### src/rtl/cmp_timer.sv
module cmp_timer #(
  parameter int AW = 5
) (
  input  logic          clk,
  input  logic          rst_n,
  input  logic [AW-1:0] addr,
  input  logic [31:0]   wdata,
  input  logic          we,
  input  logic          re,
  output logic [31:0]   rdata,
  output logic          irq
);
  localparam logic [AW-1:0] A_CTRL = AW'(5'h00);
  localparam logic [AW-1:0] A_LOAD = AW'(5'h04);
  localparam logic [AW-1:0] A_CMP  = AW'(5'h08);
  localparam logic [AW-1:0] A_CNT  = AW'(5'h0C);
  localparam logic [AW-1:0] A_IRQ  = AW'(5'h10);

  logic        en, irq_en, pend;
  logic [31:0] load_val, cmp_val, count;

  wire wr_ctrl = we && addr == A_CTRL;
  wire start   = wr_ctrl && wdata[0] && !en;
  wire hit     = en && count == cmp_val;
  wire ack     = re && addr == A_IRQ;

  always_ff @(posedge clk) begin
    if (!rst_n) begin
      en       <= 1'b0;
      irq_en   <= 1'b0;
      pend     <= 1'b0;
      load_val <= '0;
      cmp_val  <= '0;
      count    <= '0;
    end else begin
      if (wr_ctrl)                en       <= wdata[0];
      if (we && addr == A_LOAD)   load_val <= wdata;
      if (we && addr == A_CMP)    cmp_val  <= wdata;
      if (we && addr == A_IRQ)    irq_en   <= wdata[0];
      if (start)                  count    <= load_val;
      else if (en)                count    <= count + 32'd1;
      if (hit)                    pend     <= 1'b1;
      else if (ack)               pend     <= 1'b0;
    end
  end

  always_comb begin
    case (addr)
      A_CTRL:  rdata = {31'd0, en};
      A_LOAD:  rdata = load_val;
      A_CMP:   rdata = cmp_val;
      A_CNT:   rdata = count;
      A_IRQ:   rdata = {23'd0, pend, 7'd0, irq_en};
      default: rdata = '0;
    endcase
  end

  assign irq = pend & irq_en;
endmodule


### config.mk
export PLATFORM = sky130hd
export DESIGN_NAME = cmp_timer
export DESIGN_NICKNAME = d
export VERILOG_FILES = /design/src/rtl/cmp_timer.sv
export SDC_FILE = /design/constraint.sdc
export NUM_CORES = 1
export LEC_CHECK = 0
export BUFFER_PORTS_ARGS = -buffer_cell sky130_fd_sc_hd__buf_4
export CELL_PAD_IN_SITES_DETAIL_PLACEMENT = 0
export CELL_PAD_IN_SITES_GLOBAL_PLACEMENT = 2
export CORE_MARGIN = 1.5
export CORE_UTILIZATION = 35
export CTS_CLUSTER_DIAMETER = 200
export DETAILED_ROUTE_END_ITERATION = 7
export PLACE_DENSITY = 0.85
export SETUP_SLACK_MARGIN = 0.02
export SLEW_MARGIN = 20
export SYNTH_ARGS = -nofsm -noshare
export SYNTH_HDL_FRONTEND = slang
export SYNTH_SLANG_ARGS = --single-unit
### constraint.sdc
create_clock -name clk -period 2.4 [get_ports clk]
set_clock_uncertainty 0.15 [all_clocks]
set_input_delay 0.12 -clock clk [delete_from_list [all_inputs] [get_ports clk]]
set_output_delay 0.12 -clock clk [all_outputs]
set_load 0.005 [all_outputs]
=== Yosys cells after proc, flatten, opt, wreduce, memory -nomap -nowiden ===
Cells that the tools add are included.
Widths: inputs -> output; s select.

* Bits in registers: 99
* Bits of input ports: 41
* Output and inout bits: 33
* Word-level logic and storage cells: 30

* $add $sub $neg: 1
* Eq/ne operators: 5
* Mux-type cells: 5
* Bitwise logic cells: 1
* Reduce and logical (&&, ||, !) cells: 12

{| class="wikitable"
|+ Operators with widths
! kind !! count
|-
| $pmux 32 s5 || 1
|-
| $mux 32 || 2
|-
| $add 32x1->32 const B || 1
|-
| $eq 32x32->1 || 1
|-
| $eq 5x4->1 const B || 2
|-
| $logic_and 1x1->1 || 8
|-
| $eq 5x3->1 const B || 1
|-
| $eq 5x5->1 const B || 1
|-
| $logic_not 5->1 || 1
|-
| $reduce_bool 2->1 || 2
|-
| $mux 1 || 2
|-
| $and 1x1->1 || 1
|-
| $logic_not 1->1 || 1
|}

=== Longest topological paths before layout ===
* Depth after elaboration: 5
* Mapped depth: 9
* Depth with buffers taken out: 6

=== Worst setup path after synthesis ===
No wires, ideal clock.

* Path type: register -> register
* From: reg count[0]
* To: reg count[24]
* Library setup time: 0.086 ns
* Arrival time: 1.673 ns
* Required time: 2.164 ns
* Setup slack: 0.492 ns
* Cell stages (with the launch flop): 7
* Path buffers: 0
* Clock period less this slack: 1.908 ns
* Cell sequence: dfxtp_1 -> ha_1 -> nand4_1 -> nor2_8 -> nand4_1 -> xnor2_1 -> a211oi_1

* Word-level cells in the longest chain between the ends: 3

{| class="wikitable"
|+ RTL lines
! what !! RTL line !! source
|-
| from (decl) || 20 || <nowiki>logic [31:0] load_val, cmp_val, count;</nowiki>
|-
| from (signal assigned) || 40 || <nowiki>if (start) count <= load_val;</nowiki>
|-
| from (signal assigned) || 41 || <nowiki>else if (en) count <= count + 32'd1;</nowiki>
|-
| $add 32x1->32 || 41 ||
|-
| $mux 32 || 41 ||
|-
| $mux 32 || 40 ||
|}

Every way passes these cells. The select of a mux whose other input is x is not followed.
A chain may end at the register's enable or synchronous reset.

=== Worst setup path in the final report ===
* From: reg count[9]
* To: reg count[24]

Same word-level chain as after synthesis.

==> run_results.csv <==
group,metric,value,unit
global_route,grt_usage,20.0,%
pwr,leakage,2.85,nW
placement,place.gp.congestion,0.870,
route,routed_via_density,5.27,
yosys,synth_cell_types,58,
worst_hold_path,hold_end,"en",
floorplanning,fp.dieW,131,um
setup_path,worstSetupPathType,"register to register",
setup_path,reg2reg_depth,5,
setup_path,crit_path_end_kind,"register",
yosys,syn-instance-count,712,
yosys,synth_top_area_share,34.3,%
setup_path,r2r_setup_slack,0.20,ns
setup_path,r2r-start,"count[9]",
yosys,synthesis.area,5780,um2
yosys,syn_nets,754,
yosys,synth_top_area_cell,"dfxtp_1",
setup_path,path_max_fanout,8,
final_layout,drive_above_1_share,23.3,%
yosys,synth-async-reset-ratio,0,%
yosys,synth_area_leaders,"dfxtp_1 (34%), mux2_2 (9.7%), nand2_1 (9.2%)",
sta,hold_violations,0,
route,antenna_left,0,
worst_hold_path,min_from,"addr[2]",
pwr,peakVddDrop,376,uV
cts,clk-insertion-delay-late,0.36,ns
global_route,grt_max_degree,41,
yosys,yosysWarnings,0,
setup_path,start_kind,"register",
cts,cts_tree,"yes",
sta,fin_setup_tns,0,ns
floorplanning,core-area,16000,um2
placement,hpwl,12400,um
worst_hold_path,min_path_cells,5,
floorplanning,start_util,36.1,%
yosys,synth_flop_cell,"dfxtp_1",
setup_path,critPathTopFamily,"simple AND/OR/NAND/NOR gates",
cts,ctsResizeCount,0,
job,cap_violations,0,
sta,min_period,2.20,ns
sta,tightestPinTransition,0.691,ns
final_layout,fin_cells,1010,
floorplanning,dieArea,17300,um2
pwr,finalPower,0.00375,W
sta,slew-limit-headroom,53.9,%
route,post-route-drc-count,0,
cts,cts_max_level,3,
final_layout,fill_cells,1666,
worst_hold_path,min_path_type,"input port to register",
sta,timing.fmax,454,MHz
setup_path,crit_slowest_cell,"dfxtp_1",
sta,rsz0062_at_grt,"no",
sta,hold_slack,0.0673,ns
global_route,grt_pass1_vias,5112,
final_layout,diodes,0,
sta,setup_viol,0,
final_layout,nets,831,
setup_path,crit_required,2.53,ns
setup_path,crit_chain,"and4_4 -> and4_1 -> nand4_1 -> xnor2_1 -> a211oi_1",
yosys,postSynthAreaPerCell,8.11,um2
run_status,run_status,"complete, no violations",
cts,clk_path_buf_depth,2,
route,routed_wirelength,17200,um
placement,portBuffers,73,
yosys,synth_seq_cells,99,
route,first_pass_iters,5,
cts,cts_buffers,9,
route,drt-initial-drc-count,301,
global_route,grt_pass1_wl,27700,um
yosys,ys_seq_area_share,34.3,%
global_route,antenna_found_initial,0,
cts,ctsHoldBuffers,35,
pwr,p_per_area,523,nW/um2
floorplanning,io_pins,74,
floorplanning,die_h,131,um
route,wl_per_cell,17.1,um
cts,path_clk_slew,0.07,ns
final_layout,area_growth,24.3,%
global_route,grt-ovfl-total,0,
route,dr_total_vias,5320,
setup_path,r2r-end,"count[24]",
yosys,synth-edff-count,0,
placement,dpl.cell_count,959,
setup_path,cp.buffers_inverters,0,
cts,post_cts_buffers,0,
sta,period_share,91.9,%
setup_path,worst-endpoint-arrival,2.33,ns
cts,cts_sinks,99,
cts,cts_root_buf,"clkbuf_16",
sta,maxSlewViolCount,0,
setup_path,crit_path_max_incr_delay,0.48,ns
floorplanning,num_rows,46,
final_layout,post-route-util,44.9,%
cell usage in the layout, fill, tap and decap left out, drive strengths merged, types with 6 or more instances in the layout:
cell and count:
a21oi 82, xor2 35, o21ai 11, nand4 16, buf 102, nand2 142, and3 10, nor2 53
a22oi 31, mux2 50, nor4 6, dlygate4sd3 35, mux2i 16, nor3 6, and4 6, dfxtp 99
clkbuf 9, xnor2 20, nand3 15, a211oi 16
cell families (layout without fill, tap and decap cells):
| logic type | after synthesis | count (layout) | synth area share, % |
|---|---|---|---|
| flops | 99 | 99 | 34.3 |
| fa+ha+maj | 1 | 1 | 0.217 |
| buf+inv | 74 | 156 | 6.52 |
| mux | 67 | 67 | 12.9 |
| simple gates | 265 | 265 | 21.9 |
| compound gates | 151 | 151 | 15.8 |
| xor+xnor | 55 | 55 | 8.34 |
worst reg2reg max path: cells and delay by family (launching register included):
family	cells	cell delay, ns
AND/OR/NAND/NOR	3	1.06
AO/OA/AOI/OAI	1	0.21
XOR/XNOR	1	0.22
flip-flops	1	0.48
power by group:
group	switching (W)	total, W	leakage [nW]	internal (W)
combinational	0.000141	0.000275	1.88	0.000134
clock	0.000682	0.00181	0.172	0.00112
sequential	0.0000164	0.00167	0.798	0.00165
total	0.000840	0.00375	2.85	0.00291
worst max-delay path by stage:
stage | startpoint | to | slack (ns) | depth (start not counted)
after floorplan | count[0] | count[24] | 0.49 | 6
after global placement | count[9] | count[24] | 0.31 | 5
after detailed placement | count[9] | count[24] | 0.21 | 5
after CTS | count[9] | count[24] | 0.21 | 5
after global routing | count[9] | count[24] | 0.08 | 5
final | count[9] | count[24] | 0.20 | 5
area by class of cell:
cell class | count | area (um2) | share of cell area [%]
multi-input cells | 539 | 3420 | 47.6
flip-flops and latches | 99 | 1980 | 27.6
repair buffers | 137 | 1130 | 15.7
well taps | 216 | 270 | 3.77
clock buffers | 9 | 225 | 3.14
clock inverters | 7 | 140 | 1.95
inverters | 3 | 11.3 | 0.157
flip-flops by register name, indices dropped and copies added (netlist names):
signal    cells
pend          1
load_val     32
en            1
cmp_val      32
count        32
irq_en        1
routing by layer:
layer / wire [um] / vias up / global-route usage, %
met5: 0 / - / 0
met4: 330 / 0 / 7.35
met3: 475 / 19 / 2.35
met2: 7910 / 94 / 31.8
met1: 8510 / 2574 / 27.9
li1: - / 2633 / -
per-stage QoR:
stage / cell area [um2] / setup WS [ns]
final: 7180 / 0.196
after global routing: 7180 / 0.0828
after CTS: 7180 / 0.212
after detailed placement: 6460 / 0.208
after global placement: 6460 / 0.313
after floorplan: 5780 / 0.492
synth_stat cells, types with 2 or more instances:
cell type	number
buf_1	3
and3_1	8
buf_6	6
o21ai_0	7
a21oi_1	82
a22oi_1	31
nand3_1	14
xnor2_1	20
nor2_1	50
and4_1	4
nor3_1	4
mux2_2	50
nor2_2	2
buf_4	5
nor4_1	5
a211oi_1	16
nand4_1	14
buf_2	19
inv_1	2
nand2_1	142
xor2_1	35
and2_1	3
dfxtp_1	99
mux2i_1	16
clkbuf_1	36
o211ai_1	4
o21ai_1	4
No activity file was read; power rests on OpenSTA's default activity.
